$ cat config.mk
export PLATFORM = sky130hd
export DESIGN_NAME = bit_seek
export DESIGN_NICKNAME = d
export VERILOG_FILES = /design/src/rtl/bit_seek_pkg.sv /design/src/rtl/bit_seek_ctrl.sv /design/src/rtl/bit_seek_dp.sv /design/src/rtl/bit_seek.sv
export SDC_FILE = /design/constraint.sdc
export NUM_CORES = 1
export LEC_CHECK = 0
export BUFFER_PORTS_ARGS = -buffer_cell sky130_fd_sc_hd__buf_2
export CAP_MARGIN = 40
export CORE_ASPECT_RATIO = 1.25
export CORE_MARGIN = 2
export CORE_UTILIZATION = 40
export DETAILED_ROUTE_END_ITERATION = 7
export PLACE_DENSITY = 0.59
export SLEW_MARGIN = 5
export SYNTH_ARGS = -nofsm -noshare
export SYNTH_HDL_FRONTEND = slang
export SYNTH_SLANG_ARGS = --single-unit
$ cat constraint.sdc
create_clock -name clk -period 3.34 [get_ports clk]
set_clock_uncertainty 0.15 [all_clocks]
set_input_delay 0.668 -clock clk [delete_from_list [all_inputs] [get_ports clk]]
set_output_delay 0.668 -clock clk [all_outputs]
set_load 0.03 [all_outputs]
$ cat src/rtl/bit_seek_pkg.sv
package bit_seek_pkg;

  typedef enum logic [1:0] {
    SEL_ONE    = 2'd0,
    SEL_ZERO   = 2'd1,
    SEL_CHANGE = 2'd2,
    SEL_DATA   = 2'd3
  } selAddr_e;

  typedef struct packed {
    logic     load;
    selAddr_e mode;
  } dpStrobe_t;

endpackage

$ cat src/rtl/bit_seek_ctrl.sv
module bit_seek_ctrl
  import bit_seek_pkg::*;
(
  input  logic      clk,
  input  logic      rstN,
  input  logic      busWrite,
  input  logic [1:0] busAddr,
  output dpStrobe_t strobe,
  output logic      resultValid
);

  logic searchWrite;

  assign searchWrite = busWrite && (busAddr != SEL_DATA);

  always_comb begin
    strobe.load = searchWrite;
    strobe.mode = selAddr_e'(busAddr);
  end

  always_ff @(posedge clk or negedge rstN) begin
    if (!rstN) resultValid <= 1'b0;
    else       resultValid <= searchWrite;
  end

  AST_VALID_AFTER_WRITE: assert property (@(posedge clk) disable iff (!rstN)
    (busWrite && busAddr != 2'd3) |=> resultValid);

  AST_NO_STRAY_VALID: assert property (@(posedge clk) disable iff (!rstN)
    !(busWrite && busAddr != 2'd3) |=> !resultValid);

endmodule

$ cat src/rtl/bit_seek_dp.sv
module bit_seek_dp
  import bit_seek_pkg::*;
#(
  parameter int WIDTH = 32,
  localparam int POS_W = $clog2(WIDTH + 1)
)(
  input  logic             clk,
  input  logic             rstN,
  input  dpStrobe_t        strobe,
  input  logic [WIDTH-1:0] wdata,
  output logic [WIDTH-1:0] dataReg,
  output logic [POS_W-1:0] resultReg
);

  localparam logic [POS_W-1:0] NO_MATCH = POS_W'(WIDTH);

  logic [WIDTH-1:0] matchVec;
  logic [POS_W-1:0] firstPos;
  logic             found;

  always_comb begin
    unique case (strobe.mode)
      SEL_ONE:    matchVec = wdata;
      SEL_ZERO:   matchVec = ~wdata;
      SEL_CHANGE: begin
        matchVec = wdata ^ {WIDTH{wdata[WIDTH-1]}};
        matchVec[WIDTH-1] = 1'b0;
      end
      default:    matchVec = '0;
    endcase
  end

  always_comb begin
    found    = 1'b0;
    firstPos = NO_MATCH;
    for (int i = 0; i < WIDTH; i++) begin
      if (!found && matchVec[WIDTH-1-i]) begin
        firstPos = POS_W'(i);
        found    = 1'b1;
      end
    end
  end

  always_ff @(posedge clk or negedge rstN) begin
    if (!rstN) begin
      dataReg   <= '0;
      resultReg <= NO_MATCH;
    end else if (strobe.load) begin
      dataReg   <= wdata;
      resultReg <= firstPos;
    end
  end

  AST_RESULT_BOUND: assert property (@(posedge clk) disable iff (!rstN)
    resultReg <= NO_MATCH);

  AST_CHANGE_NONZERO: assert property (@(posedge clk) disable iff (!rstN)
    (strobe.load && strobe.mode == SEL_CHANGE) |=> resultReg != '0);

  AST_HOLD_IDLE: assert property (@(posedge clk) disable iff (!rstN)
    !strobe.load |=> ($stable(resultReg) && $stable(dataReg)));

  AST_ONE_MSB: assert property (@(posedge clk) disable iff (!rstN)
    (strobe.load && strobe.mode == SEL_ONE && wdata[WIDTH-1]) |=> resultReg == '0);

endmodule

$ cat src/rtl/bit_seek.sv
module bit_seek
  import bit_seek_pkg::*;
#(
  parameter int WIDTH = 32,
  localparam int POS_W = $clog2(WIDTH + 1)
)(
  input  logic             clk,
  input  logic             rstN,
  input  logic             busWrite,
  input  logic [1:0]       busAddr,
  input  logic [WIDTH-1:0] busWdata,
  output logic [WIDTH-1:0] busRdata,
  output logic             resultValid
);

  dpStrobe_t        strobe;
  logic [WIDTH-1:0] dataReg;
  logic [POS_W-1:0] resultReg;

  bit_seek_ctrl uCtrl (
    .clk         (clk),
    .rstN        (rstN),
    .busWrite    (busWrite),
    .busAddr     (busAddr),
    .strobe      (strobe),
    .resultValid (resultValid)
  );

  bit_seek_dp #(.WIDTH(WIDTH)) uDp (
    .clk       (clk),
    .rstN      (rstN),
    .strobe    (strobe),
    .wdata     (busWdata),
    .dataReg   (dataReg),
    .resultReg (resultReg)
  );

  always_comb begin
    if (busAddr == SEL_DATA) busRdata = dataReg;
    else                     busRdata = {{(WIDTH-POS_W){1'b0}}, resultReg};
  end

endmodule

# ---- Word-level counts from Yosys, hierarchy flattened
# Cells that the tools add are included.
dict set report word_totals {
  n_memories 0
  out_inout_bits 33
  romBits 0
  latch_bits 0
  mem_bits_rw 0
  reg_bits 39
}
dict set report op_classes {
  div 0
  eq_ne 4
  n_mul 0
  muxes 65
  n_lt_le_gt_ge 0
  add_sub_neg 0
  shift 0
  n_bitwise 2
  reduce_logical 64
}
# operator n
set ops {}
lappend ops {{2-to-1 mux 6 bit} 32}
lappend ops {{one-hot mux 32 bit (3 select lines)} 1}
lappend ops {{logical AND 1 bit} 32}
lappend ops {{2-to-1 mux 32 bit} 1}
lappend ops {{inverter 32 bit} 1}
lappend ops {{logical NOT 1 bit} 31}
lappend ops {{2-to-1 mux 1 bit} 31}
lappend ops {{XOR 31 bit} 1}
lappend ops {{== test 2 bit (second input constant)} 2}
lappend ops {{== test 2 x 1 -> 1 bit (second input constant)} 1}
lappend ops {{logical NOT 2 bit} 1}
lappend ops {{inequality test 2 bit (second input constant)} 1}

# ---- Logic depth before layout (Yosys ltp)
# Gate-level depths: netlist of run 1.
dict set report logic_depth {
  ltp_word 96
  ltp_mapped 11
}

# ---- By module
# A second synthesis of run 1 with hierarchy kept.
dict set report unflattened {
  cells_unflattened 368
  hier_area_um2 3224.3
}
# module area_each_um2 n_inst seq_area_each_um2 cells_each
set modules_own_cells {}
lappend modules_own_cells {bit_seek_dp 2875.3 1 952.2 326}
lappend modules_own_cells {bit_seek 290.3 1 0.0 37}
lappend modules_own_cells {bit_seek_ctrl 58.8 1 25.0 5}

# ---- Worst setup path before layout of run 1
# Ideal clock, no wire load.
dict set report synth_path {
  path_kind {input to output}
  startpoint {input busAddr[0]}
  endpoint {output busRdata[11]}
  required_ps 2522
  arrival_time_ps 2143
  path_buffers 5
  stages 6
  slack_ps 379
  cell_sequence {buf_2 > buf_2 > buf_1 > clkbuf_1 > clkbuf_1 > and3_1}
}
dict set report synth_via {
  elab_chain_cells 2
}
# element line_no
set synth_rtl {}
lappend synth_rtl {{start, declared} bit_seek.sv:10} ;# input logic [1:0] busAddr,
lappend synth_rtl {{== test 2 bit} bit_seek.sv:39} ;# if (busAddr == SEL_DATA) busRdata = dataReg;
lappend synth_rtl {{2-to-1 mux 32 bit} bit_seek.sv:39}
lappend synth_rtl {{end, declared} bit_seek.sv:12} ;# output logic [WIDTH-1:0] busRdata,
# No other way between the ends.

# ---- Worst setup path in the final report of run 1
dict set report layout_path {
  startpoint {input busWdata[31]}
  endpoint {register uDp.resultReg[0]}
}
dict set report layout_via {
  elab_chain_cells 96
}
# element line_no
set layout_rtl {}
lappend layout_rtl {{start, declared} bit_seek.sv:11} ;# input logic [WIDTH-1:0] busWdata,
lappend layout_rtl {{inverter 32 bit} bit_seek_dp.sv:24} ;# SEL_ZERO: matchVec = ~wdata;
lappend layout_rtl {{one-hot mux 32 bit (3 select lines) *} bit_seek_dp.sv:22} ;# unique case (strobe.mode)
lappend layout_rtl {{2-to-1 mux 1 bit} bit_seek_dp.sv:37} ;# if (!found && matchVec[WIDTH-1-i]) begin
lappend layout_rtl {{logical NOT 1 bit} bit_seek_dp.sv:37}
lappend layout_rtl {{logical AND 1 bit} bit_seek_dp.sv:37}
lappend layout_rtl {{2-to-1 mux 1 bit} bit_seek_dp.sv:37}
lappend layout_rtl {{logical NOT 1 bit} bit_seek_dp.sv:37}
lappend layout_rtl {{logical AND 1 bit} bit_seek_dp.sv:37}
lappend layout_rtl {{(+80 left out)} n/a}
lappend layout_rtl {{logical AND 1 bit} bit_seek_dp.sv:37}
lappend layout_rtl {{2-to-1 mux 1 bit} bit_seek_dp.sv:37}
lappend layout_rtl {{logical NOT 1 bit} bit_seek_dp.sv:37}
lappend layout_rtl {{logical AND 1 bit} bit_seek_dp.sv:37}
lappend layout_rtl {{2-to-1 mux 1 bit} bit_seek_dp.sv:37}
lappend layout_rtl {{logical NOT 1 bit} bit_seek_dp.sv:37}
lappend layout_rtl {{logical AND 1 bit} bit_seek_dp.sv:37}
lappend layout_rtl {{2-to-1 mux 6 bit *} bit_seek_dp.sv:37}
lappend layout_rtl {{end signal, assigned} bit_seek_dp.sv:50} ;# resultReg <= firstPos;
lappend layout_rtl {{end, declared} bit_seek_dp.sv:12} ;# output logic [POS_W-1:0] resultReg
# Mark *: on every way between the ends. The rest lies on a longest branch, timed or not.
# A chain may end at the register's enable or synchronous reset.

==> results.tsv, run 1 <==
stage	metric	value	unit
cts	cts_resized	0	
timing	slew-limit-headroom	0.6433	
grt	grt_pass1_wl	15010	um
critical_path	worst-endpoint-arrival	2950	ps
die	dieHeight	103.6	um
finish	area_growth	16.25	%
yosys	ys_warn_count	0	
placement	place.detailed.instances	531	
drt	route.met3.wl	359	um
timing	tns	0	ps
placement	preCtsSetupSlack	191.5	ps
cts	postCtsSetupRepairBufs	0	
drt	met2_length	4368	um
grt	grt_pass1_vias	2985	
timing	finalHoldViolations	0	
drt	wl_met1	3992	um
critical_path	worstSetupPathType	input port to register	
finish	final_cell_mix	69 x buf_2, 42 x nand2_1, 38 x dfrtp_1, 33 x mux2_2, 29 x and3_1	
timing	worst_slack	483.4	ps
finish	final_cells	539	
job	maxCapViolCount	0	
drt	drt_first_pass_iters	5	
cts	cts_tree	built	
yosys	synth_nets	429	
grt	gr-total-overflow	0	
finish	nets	480	
die	start_util	0.4096	
timing	fmax	0.3501	GHz
yosys	ys_ff_latch	39	
timing	holdWs	164.4	ps
drt	post-route-drc-count	0	
timing	final.min_clock_period	2857	ps
die	io_pins	70	
cts	ctsHoldBuffers	0	
cts	cts_buffer_depth	2	
min_path	hold_class	input port to async pin	
timing	drv_slew	0	
critical_path	critPathCaptureType	register	
grt	grt_max_degree	34	
power_and_ir_drop	power_density	360.0	nW/um^2
drt	dr.max_layer_used	met4	
critical_path	r2r_cells	2	
outcome	status	complete, no violations	
timing	setup_violations	0	
cts	root_buffer	clkbuf_8	
drt	vias_per_cell	5.883	
cts	clk_latency	300	ps
cts	h-tree-depth	2	
critical_path	crit_fanout	30	
drt	wirelength	8957	um
cts	cts.sinks	39	
drt	vias	3171	
placement	portBuffers	69	
power_and_ir_drop	leakagePower	1.635	nW
yosys	ys.flop_type	dfrtp_1	
yosys	ys_seq_area_frac	0.3080	
yosys	synth_edf_count	0	
drt	post_drt_wl_per_cell	16.62	um
yosys	synth_area_per_cell	8.094	sq um
yosys	synth_area	3173	sq um
die	die_x	83.66	um
finish	antennaDiodeCount	0	
die	rows	36	
timing	fin_crit_sh	0.8553	
drt	drtIter0Drc	197	
power_and_ir_drop	irDropWorstVdd	176.6	uV
finish	layout_commonest_cell	buf_2	
finish	drive_gt1_frac	0.2995	
die	coreArea	7747	sq um
timing	worst_pin_slew	521.6	ps
timing	rsz0062_at_grt	false	
placement	gp_congestion	0.8876	
drt	final_antenna_net_count	0	
yosys	synth.distinct_cells	59	
cts	cts_buffers	5	
grt	antenna_found_initial	0	
placement	place_hpwl	6618	um
critical_path	crit_path_start_kind	input port	
die	die_area	8666	sq um
yosys	syn_inst	392	
finish	nFillCells	799	
critical_path	critPathRequiredTime	3430	ps
yosys	synthArstFlopShare	1.000	
grt	gr-usage-all-layers	0.2088	
cts	path_clk_slew	90	ps
==> worst max-delay path: stages <==
cell       delay [ps]
buf_2             260
a2111oi_0         550
nand2_1           170
a22oi_1           400
and4b_1           300
nand3_1           140
o21ai_0           270
o32a_1            190
==> cells by family after synthesis <==
kind of cell | share of synthesized area
DFF | 0.3080
AOI/OAI and AO/OA | 0.2228
xor gates and xnor gates | 0.008282
and+or+nand+nor | 0.2819
buffers and inverters | 0.05875
muxes | 0.1203
==> cell usage after synthesis (all sizes together) (5+ instances only) <==
master	n	share of area
and4	5	0.014
a21oi	26	0.041
nand2b	5	0.0099
nand3	7	0.011
nor2b	7	0.014
o211ai	7	0.017
a31oi	10	0.020
o21ai	22	0.035
inv	6	0.0071
o22ai	5	0.0099
nor3	16	0.025
dfrtp	38	0.30
nand2	42	0.050
buf	8	0.014
clkbuf	31	0.037
and3	29	0.057
nor2	22	0.026
nor3b	7	0.018
mux2	33	0.12
==> area by class of cell <==
class / instances / area (sq um) / share of cell area
Timing Repair Buffer: 83 / 470.5 / 0.1275
Tap cell: 95 / 118.9 / 0.03223
Inverter: 7 / 26.28 / 0.007123
Clock inverter: 2 / 12.51 / 0.003392
Sequential cell: 39 / 977.2 / 0.2649
Clock buffer: 6 / 72.57 / 0.01967
Multi-Input combinational cell: 307 / 2011 / 0.5451
==> sequential cells by signal, summed over array words and instances, names as in the netlist <==
signal             count
uDp.resultReg          6
uCtrl.resultValid      1
uDp.dataReg           32
==> routing by layer <==
metal  track usage  vias to the layer above
met5             0                        -
met4       0.07373                        0
met3       0.02789                       16
met2        0.3434                       81
met1        0.2805                     1514
li1              -                     1560
==> per-stage QoR <==
step | instance area, sq um | power (mW) | util
3_3_place_gp | 3576 | 0.9942 | 0.4616
4_1_cts | 3689 | 1.344 | 0.4761
6_report | 3689 | 1.328 | 0.4761
5_1_grt | 3689 | 1.411 | 0.4761
3_5_place_dp | 3603 | 1.006 | 0.4651
2_1_floorplan | 3173 | 0.8636 | -
==> power breakdown <==
| part | total [mW] | switching (mW) | internal (mW) |
|---|---|---|---|
| combinational | 0.435 | 0.262 | 0.173 |
| clock | 0.332 | 0.186 | 0.146 |
| sequential | 0.561 | 0.0283 | 0.532 |
==> worst paths after layout <==
check	from	endpoint	slack, ps
setup / recovery	busWdata[31]	uDp.resultReg[0]	480
hold / removal	rstN	uDp.dataReg[8]	160
setup reg to reg	uDp.resultReg[5]	uDp.resultReg[5]	2400
hold reg to reg	uDp.dataReg[12]	uDp.dataReg[12]	350
max in group asynchronous	rstN	uDp.resultReg[5]	2310
min in group clk	uDp.dataReg[12]	uDp.dataReg[12]	350
(Power assumes the default switching activity.)
==> run 2, diff against run 1 <==
--- a/config.mk
+++ b/config.mk
@@ -12,6 +12,7 @@
 export CORE_UTILIZATION = 40
 export DETAILED_ROUTE_END_ITERATION = 7
 export PLACE_DENSITY = 0.59
+export RECOVER_POWER = 25
 export SLEW_MARGIN = 5
 export SYNTH_ARGS = -nofsm -noshare
 export SYNTH_HDL_FRONTEND = slang
==> run 2 against run 1 <==
Against the previous run: first-iteration DRC count shrank 4.1%; register-to-register slack is essentially flat; non-clock buffer count did not move; sequential share of layout area increased by 0.18 points; final area shrank 0.68%; power fell by 0.28%; die area did not move; clock-buffer cell count did not move; sequential power is essentially flat; maximum frequency hardly changed; critical endpoint unchanged; routed wire length increased by 0.29%.
==> results.tsv, run 2 (synthesis results as in run 1) <==
stage	metric	value	unit	change
timing	fin_crit_sh	0.8549		about the same
drt	wirelength	8983	um	+0.29%
critical_path	crit_fanout	30		unchanged
critical_path	worst-endpoint-arrival	2950	ps	about the same
finish	largest_reg_flops	32		unchanged
drt	drtIter0Drc	189		-4.1%
critical_path	startpoint	busWdata[31]		
critical_path	r2r_setup_slack	2390	ps	about the same
cts	clk_latency	300	ps	about the same
grt	gr-total-overflow	0		unchanged
critical_path	critPathCaptureType	register		
timing	finalHoldViolations	0		unchanged
power_and_ir_drop	power.switching	475.5	uW	-0.10%
critical_path	regToRegEndpoint	uDp.resultReg[5]		
placement	portBuffers	69		unchanged
timing	worst_pin_slew	1178	ps	+656.2 ps
drt	post-route-drc-count	0		unchanged
power_and_ir_drop	switching_share	0.3590		+0.0006295
finish	drive_gt1_frac	0.2950		-0.004505
timing	rsz0062_at_grt	false		
critical_path	critPathRequiredTime	3430	ps	about the same
placement	place_hpwl	6618	um	unchanged
placement	gp_congestion	0.8876		unchanged
timing	tns	0	ps	unchanged
die	die_x	83.66	um	unchanged
grt	grt_max_degree	34		unchanged
power_and_ir_drop	power_density	361.5	nW/um^2	+0.40%
cts	cts_buffers	5		unchanged
timing	drv_slew	0		unchanged
power_and_ir_drop	clkPwrFrac	0.251		about the same
critical_path	crit_path_start_kind	input port		
cts	h-tree-depth	2		unchanged
critical_path	slowest_stage	a2111oi_0		
placement	place.detailed.instances	531		unchanged
critical_path	worstSetupPathType	input port to register		
finish	nets	480		unchanged
timing	setup_violations	0		unchanged
drt	vias_per_cell	5.874		-0.16%
drt	post_drt_wl_per_cell	16.67	um	+0.29%
grt	antenna_found_initial	0		unchanged
drt	vias	3166		-0.16%
die	die_area	8666	sq um	unchanged
finish	reg_top3	uDp.dataReg: 32 flops, uDp.resultReg: 6 flops, uCtrl.resultValid: 1 flops		
finish	area_growth	15.46	%	
timing	fmax	0.3502	GHz	about the same
timing	final.min_clock_period	2855	ps	-1.232 ps
cts	cts_resized	0		unchanged
power_and_ir_drop	p_total	1.324	mW	-0.28%
drt	drt_first_pass_iters	5		unchanged
cts	cts.sinks	39		unchanged
power_and_ir_drop	seqPwrFrac	0.423		about the same
cts	root_buffer	clkbuf_8		
cts	cts_buffer_depth	2		unchanged
outcome	status	complete, no violations		
finish	layout_commonest_cell	buf_2		
finish	multi_input_area	2011	sq um	unchanged
drt	final_antenna_net_count	0		unchanged
grt	gr-usage-all-layers	0.2088		unchanged
power_and_ir_drop	power_frac_comb	0.326		-0.002
power_and_ir_drop	leakagePower	1.621	nW	-0.87%
cts	cts_tree	built		
critical_path	reg2reg_from	uDp.resultReg[5]		
critical_path	max_stage_delay	550	ps	about the same
grt	grt_pass1_wl	15010	um	unchanged
grt	grt_pass1_vias	2985		unchanged
finish	final_core_util	0.4729		-0.003230
cts	path_clk_slew	80	ps	about the same
cts	postCtsSetupRepairBufs	0		unchanged
job	maxCapViolCount	0		unchanged
power_and_ir_drop	intPower	848.8	uW	-0.38%
power_and_ir_drop	irDropWorstVdd	176.7	uV	about the same
cts	ctsHoldBuffers	0		unchanged
finish	antennaDiodeCount	0		unchanged
critical_path	r2r_cells	2		unchanged
die	start_util	0.4096		unchanged
die	rows	36		unchanged
finish	seq_area	977.2	sq um	unchanged
finish	nFillCells	803		+0.50%
finish	final_cell_mix	68 x buf_2, 42 x nand2_1, 38 x dfrtp_1, 33 x mux2_2, 29 x and3_1		
die	coreArea	7747	sq um	unchanged
die	io_pins	70		unchanged
critical_path	crit_path_end	uDp.resultReg[0]		
critical_path	crit_chain	buf_2, a2111oi_0, nand2_1, a22oi_1, and4b_1, nand3_1, o21ai_0, o32a_1		
timing	slew-limit-headroom	0.2148		-0.4285
die	dieHeight	103.6	um	unchanged
finish	final_cells	539		unchanged
min_path	hold_class	register to register		
finish	top_register	uDp.dataReg		
==> run 2: cell count changes in the layout (fill, tap and decap cells not counted) <==
cell and change:
clkbuf_1 +2, buf_16 -1, buf_2 -1
==> run 2: how the worst min path moves through the flow <==
stage                               start           endpoint  slack (ps)  cells past startpoint
final                     uDp.dataReg[30]    uDp.dataReg[30]         350                      1
after global routing      uDp.dataReg[14]    uDp.dataReg[14]         370                      1
after CTS                            rstN     uDp.dataReg[8]         170                      1
after detailed placement  uDp.dataReg[30]    uDp.dataReg[30]         340                      1
after global placement    uDp.dataReg[27]    uDp.dataReg[27]         330                      1
after floorplan                      rstN  uCtrl.resultValid         220                      0
==> run 2: cell type report <==
cell class,instances,share of cell area
clock buffers,6,0.01981
well taps,95,0.03245
clock inverters,2,0.003415
multi-input cells,307,0.5488
flip-flops and latches,39,0.2667
inverters,7,0.007172
repair buffers,83,0.1216
==> run 2: critical path, delay by kind of cell <==
kind                   cells  cell delay (ps)
AO/OA/AOI/OAI              4             1400
AND/OR/NAND/NOR            3              610
buffers and inverters      1              260
==> run 2: metrics by stage <==
stage / area, sq um / setup WS [ps] / hold slack (ps)
after detailed placement: 3603 / 191.5 / 338.8
final: 3664 / 484.6 / 355.0
after CTS: 3689 / 512.0 / 173.9
after global placement: 3576 / 149.3 / 332.1
after global routing: 3664 / 189.4 / 368.1
after floorplan: 3173 / 379.4 / 222.4
==> run 2: power by group through the flow <==
stage	sequential [mW]	clock (mW)	combinational, mW
final	0.561	0.332	0.431
after global routing	0.570	0.363	0.475
after CTS	0.561	0.346	0.437
after detailed placement	0.570	0	0.435
after global placement	0.568	0	0.426
after floorplan	0.562	0	0.302
==> run 2: routing by layer <==
metal	part of all wire	track usage	vias to the layer above
li1	-	-	1558
met1	0.44	0.2805	1507
met2	0.49	0.3434	85
met3	0.042	0.02789	16
met4	0.026	0.07373	0
met5	0	0	-
==> run 3, diff against run 2 <==
--- a/config.mk
+++ b/config.mk
@@ -9,10 +9,11 @@
 export CAP_MARGIN = 40
 export CORE_ASPECT_RATIO = 1.25
 export CORE_MARGIN = 2
-export CORE_UTILIZATION = 40
+export CORE_UTILIZATION = 60
 export DETAILED_ROUTE_END_ITERATION = 7
-export PLACE_DENSITY = 0.59
+export PLACE_DENSITY = 0.84
 export RECOVER_POWER = 25
+export SKIP_LAST_GASP = 1
 export SLEW_MARGIN = 5
 export SYNTH_ARGS = -nofsm -noshare
 export SYNTH_HDL_FRONTEND = slang
==> run 3 against run 2 <==
Against the previous run: first-iteration DRC count up 47%; via count up 4.4%; largest cell class unchanged; die area down 32%; maximum frequency down 0.22%; critical path type unchanged; clock power up 22%; worst hold slack worse by 2.8 ps.
==> results.tsv, run 3 (synthesis results as in run 1) <==
stage	metric	value	unit	change
min_path	hold_class	register to register		
finish	final_cell_mix	68 x buf_2, 42 x nand2_1, 38 x dfrtp_1, 33 x mux2_2, 29 x and3_1		
timing	final.min_clock_period	2862	ps	+6.226 ps
power_and_ir_drop	power_density	382.6	nW/um^2	+5.8%
drt	vias	3304		+4.4%
die	coreArea	5080	sq um	-34%
drt	post-route-drc-count	0		unchanged
die	die_area	5890	sq um	-32%
critical_path	critPathRequiredTime	3430	ps	about the same
finish	reg_top3	uDp.dataReg: 32 flops, uDp.resultReg: 6 flops, uCtrl.resultValid: 1 flops		
cts	cts.sinks	39		unchanged
min_path	hold_depth	1		unchanged
die	start_util	0.6246		+0.2151
critical_path	slowest_stage	a2111oi_0		
drt	vias_per_cell	6.517		+11%
grt	grt_pass1_vias	2994		+0.30%
grt	antenna_found_initial	0		unchanged
grt	gr-total-overflow	0		unchanged
timing	slew-limit-headroom	0.2244		+0.009611
finish	nets	481		+0.21%
cts	path_clk_slew	80	ps	about the same
critical_path	critPathCaptureType	register		
finish	antennaDiodeCount	0		unchanged
timing	setup_violations	0		unchanged
placement	portBuffers	69		unchanged
cts	postCtsSetupRepairBufs	0		unchanged
timing	fin_crit_sh	0.8568		+0.001864
critical_path	crit_chain	buf_2, buf_12, a2111oi_0, nand2_1, a22oi_1, and4b_1, nand3_1, o21ai_0, o32a_1		
cts	ctsHoldBuffers	0		unchanged
finish	multi_input_area	2011	sq um	unchanged
finish	seq_area	977.2	sq um	unchanged
finish	nFillCells	405		-50%
die	dieHeight	85.31	um	-18%
timing	rsz0062_at_grt	false		
timing	worst_pin_slew	1163	ps	-14.42 ps
outcome	status	complete, no violations		
job	maxCapViolCount	0		unchanged
critical_path	r2r_cells	2		unchanged
placement	place_hpwl	6411	um	-3.1%
cts	h-tree-depth	2		unchanged
critical_path	worstSetupPathType	input port to register		
critical_path	worst-endpoint-arrival	2950	ps	about the same
drt	final_antenna_net_count	0		unchanged
critical_path	crit_fanout	25		-17%
cts	cts_resized	0		unchanged
finish	top_register	uDp.dataReg		
drt	post_drt_wl_per_cell	17.21	um	+3.3%
placement	gp_congestion	0.9086		+2.4%
timing	finalHoldViolations	0		unchanged
cts	cts_buffer_depth	2		unchanged
timing	tns	0	ps	unchanged
finish	final_core_util	0.7224		+0.2495
timing	fmax	0.3494	GHz	-0.22%
finish	largest_reg_flops	32		unchanged
power_and_ir_drop	irDropWorstVdd	275.2	uV	+56%
cts	cts_buffers	5		unchanged
power_and_ir_drop	leakagePower	1.648	nW	+1.6%
grt	gr-usage-all-layers	0.3013		+0.09257
critical_path	max_stage_delay	490	ps	-60 ps
timing	drv_slew	0		unchanged
cts	cts_tree	built		
grt	grt_max_degree	31		-8.8%
finish	drive_gt1_frac	0.2989		+0.003831
finish	layout_commonest_cell	buf_2		
drt	wirelength	8725	um	-2.9%
cts	clk_latency	290	ps	about the same
cts	root_buffer	clkbuf_8		
drt	drtIter0Drc	278		+47%
critical_path	crit_path_start_kind	input port		
die	io_pins	70		unchanged
die	rows	29		-19%
grt	grt_pass1_wl	14560	um	-3.0%
finish	area_growth	15.65	%	
drt	drt_first_pass_iters	5		unchanged
die	die_x	69.05	um	-17%
-- run 3: changes by cell type in the layout (fill, tap and decap cells not counted), sizes merged --
| cell | previous run | this run |
|---|---|---|
| buf | 81 | 82 |
| clkbuf | 8 | 7 |
| clkinv | 2 | 3 |
| bufinv | 0 | 1 |
| clkinvlp | 1 | 0 |
-- run 3: area by class of cell --
cell class / count / share of cell area
inverters: 7 / 0.007160
well taps: 62 / 0.02114
clock buffers: 5 / 0.01875
flip-flops and latches: 39 / 0.2663
repair buffers: 84 / 0.1268
multi-input cells: 307 / 0.5479
clock inverters: 3 / 0.01193
-- run 3: path summary, 6_finish.rpt --
path	from	slack [ps]	end
setup reg to reg	uDp.resultReg[5]	2380	uDp.resultReg[5]
hold reg to reg	uDp.dataReg[14]	350	uDp.dataReg[14]
min in group asynchronous	rstN	380	uDp.dataReg[22]
setup / recovery	busAddr[0]	480	uDp.resultReg[0]
max in group asynchronous	rstN	1060	uDp.resultReg[3]
hold / removal	uDp.dataReg[14]	350	uDp.dataReg[14]
-- run 3: stage by stage --
stage	instance area, sq um	hold WS (ps)	worst slack [ps]	power (mW)	std cells
after CTS	3695	174.7	495.2	1.417	507
after detailed placement	3582	338.2	186.9	1.009	499
after global placement	3555	332.2	225.5	0.9903	498
after floorplan	3173	222.4	379.4	0.8636	392
final	3670	352.2	478.4	1.404	507
after global routing	3670	368.4	209.7	1.473	507
-- run 3: critical path: cells and delay by family --
family	cells	cell delay (ps)
AO/OA/AOI/OAI	4	1320
buffers and inverters	2	350
AND/OR/NAND/NOR	3	600
-- run 3: power breakdown --
part / switching, mW / internal [mW] / total (mW) / leakage [nW]
logic: 0.263 / 0.173 / 0.437 / 1.13
registers: 0.0304 / 0.532 / 0.563 / 0.457
clock network: 0.182 / 0.223 / 0.405 / 0.0581
total: 0.476 / 0.928 / 1.40 / 1.65
-- run 3: routing by layer --
metal / vias to the layer above / part of all wire / GRT usage
li1: 1564 / - / -
met1: 1572 / 0.42 / 0.3743
met2: 139 / 0.50 / 0.5201
met3: 29 / 0.057 / 0.05582
met4: 0 / 0.030 / 0.1141
met5: - / 0 / 0
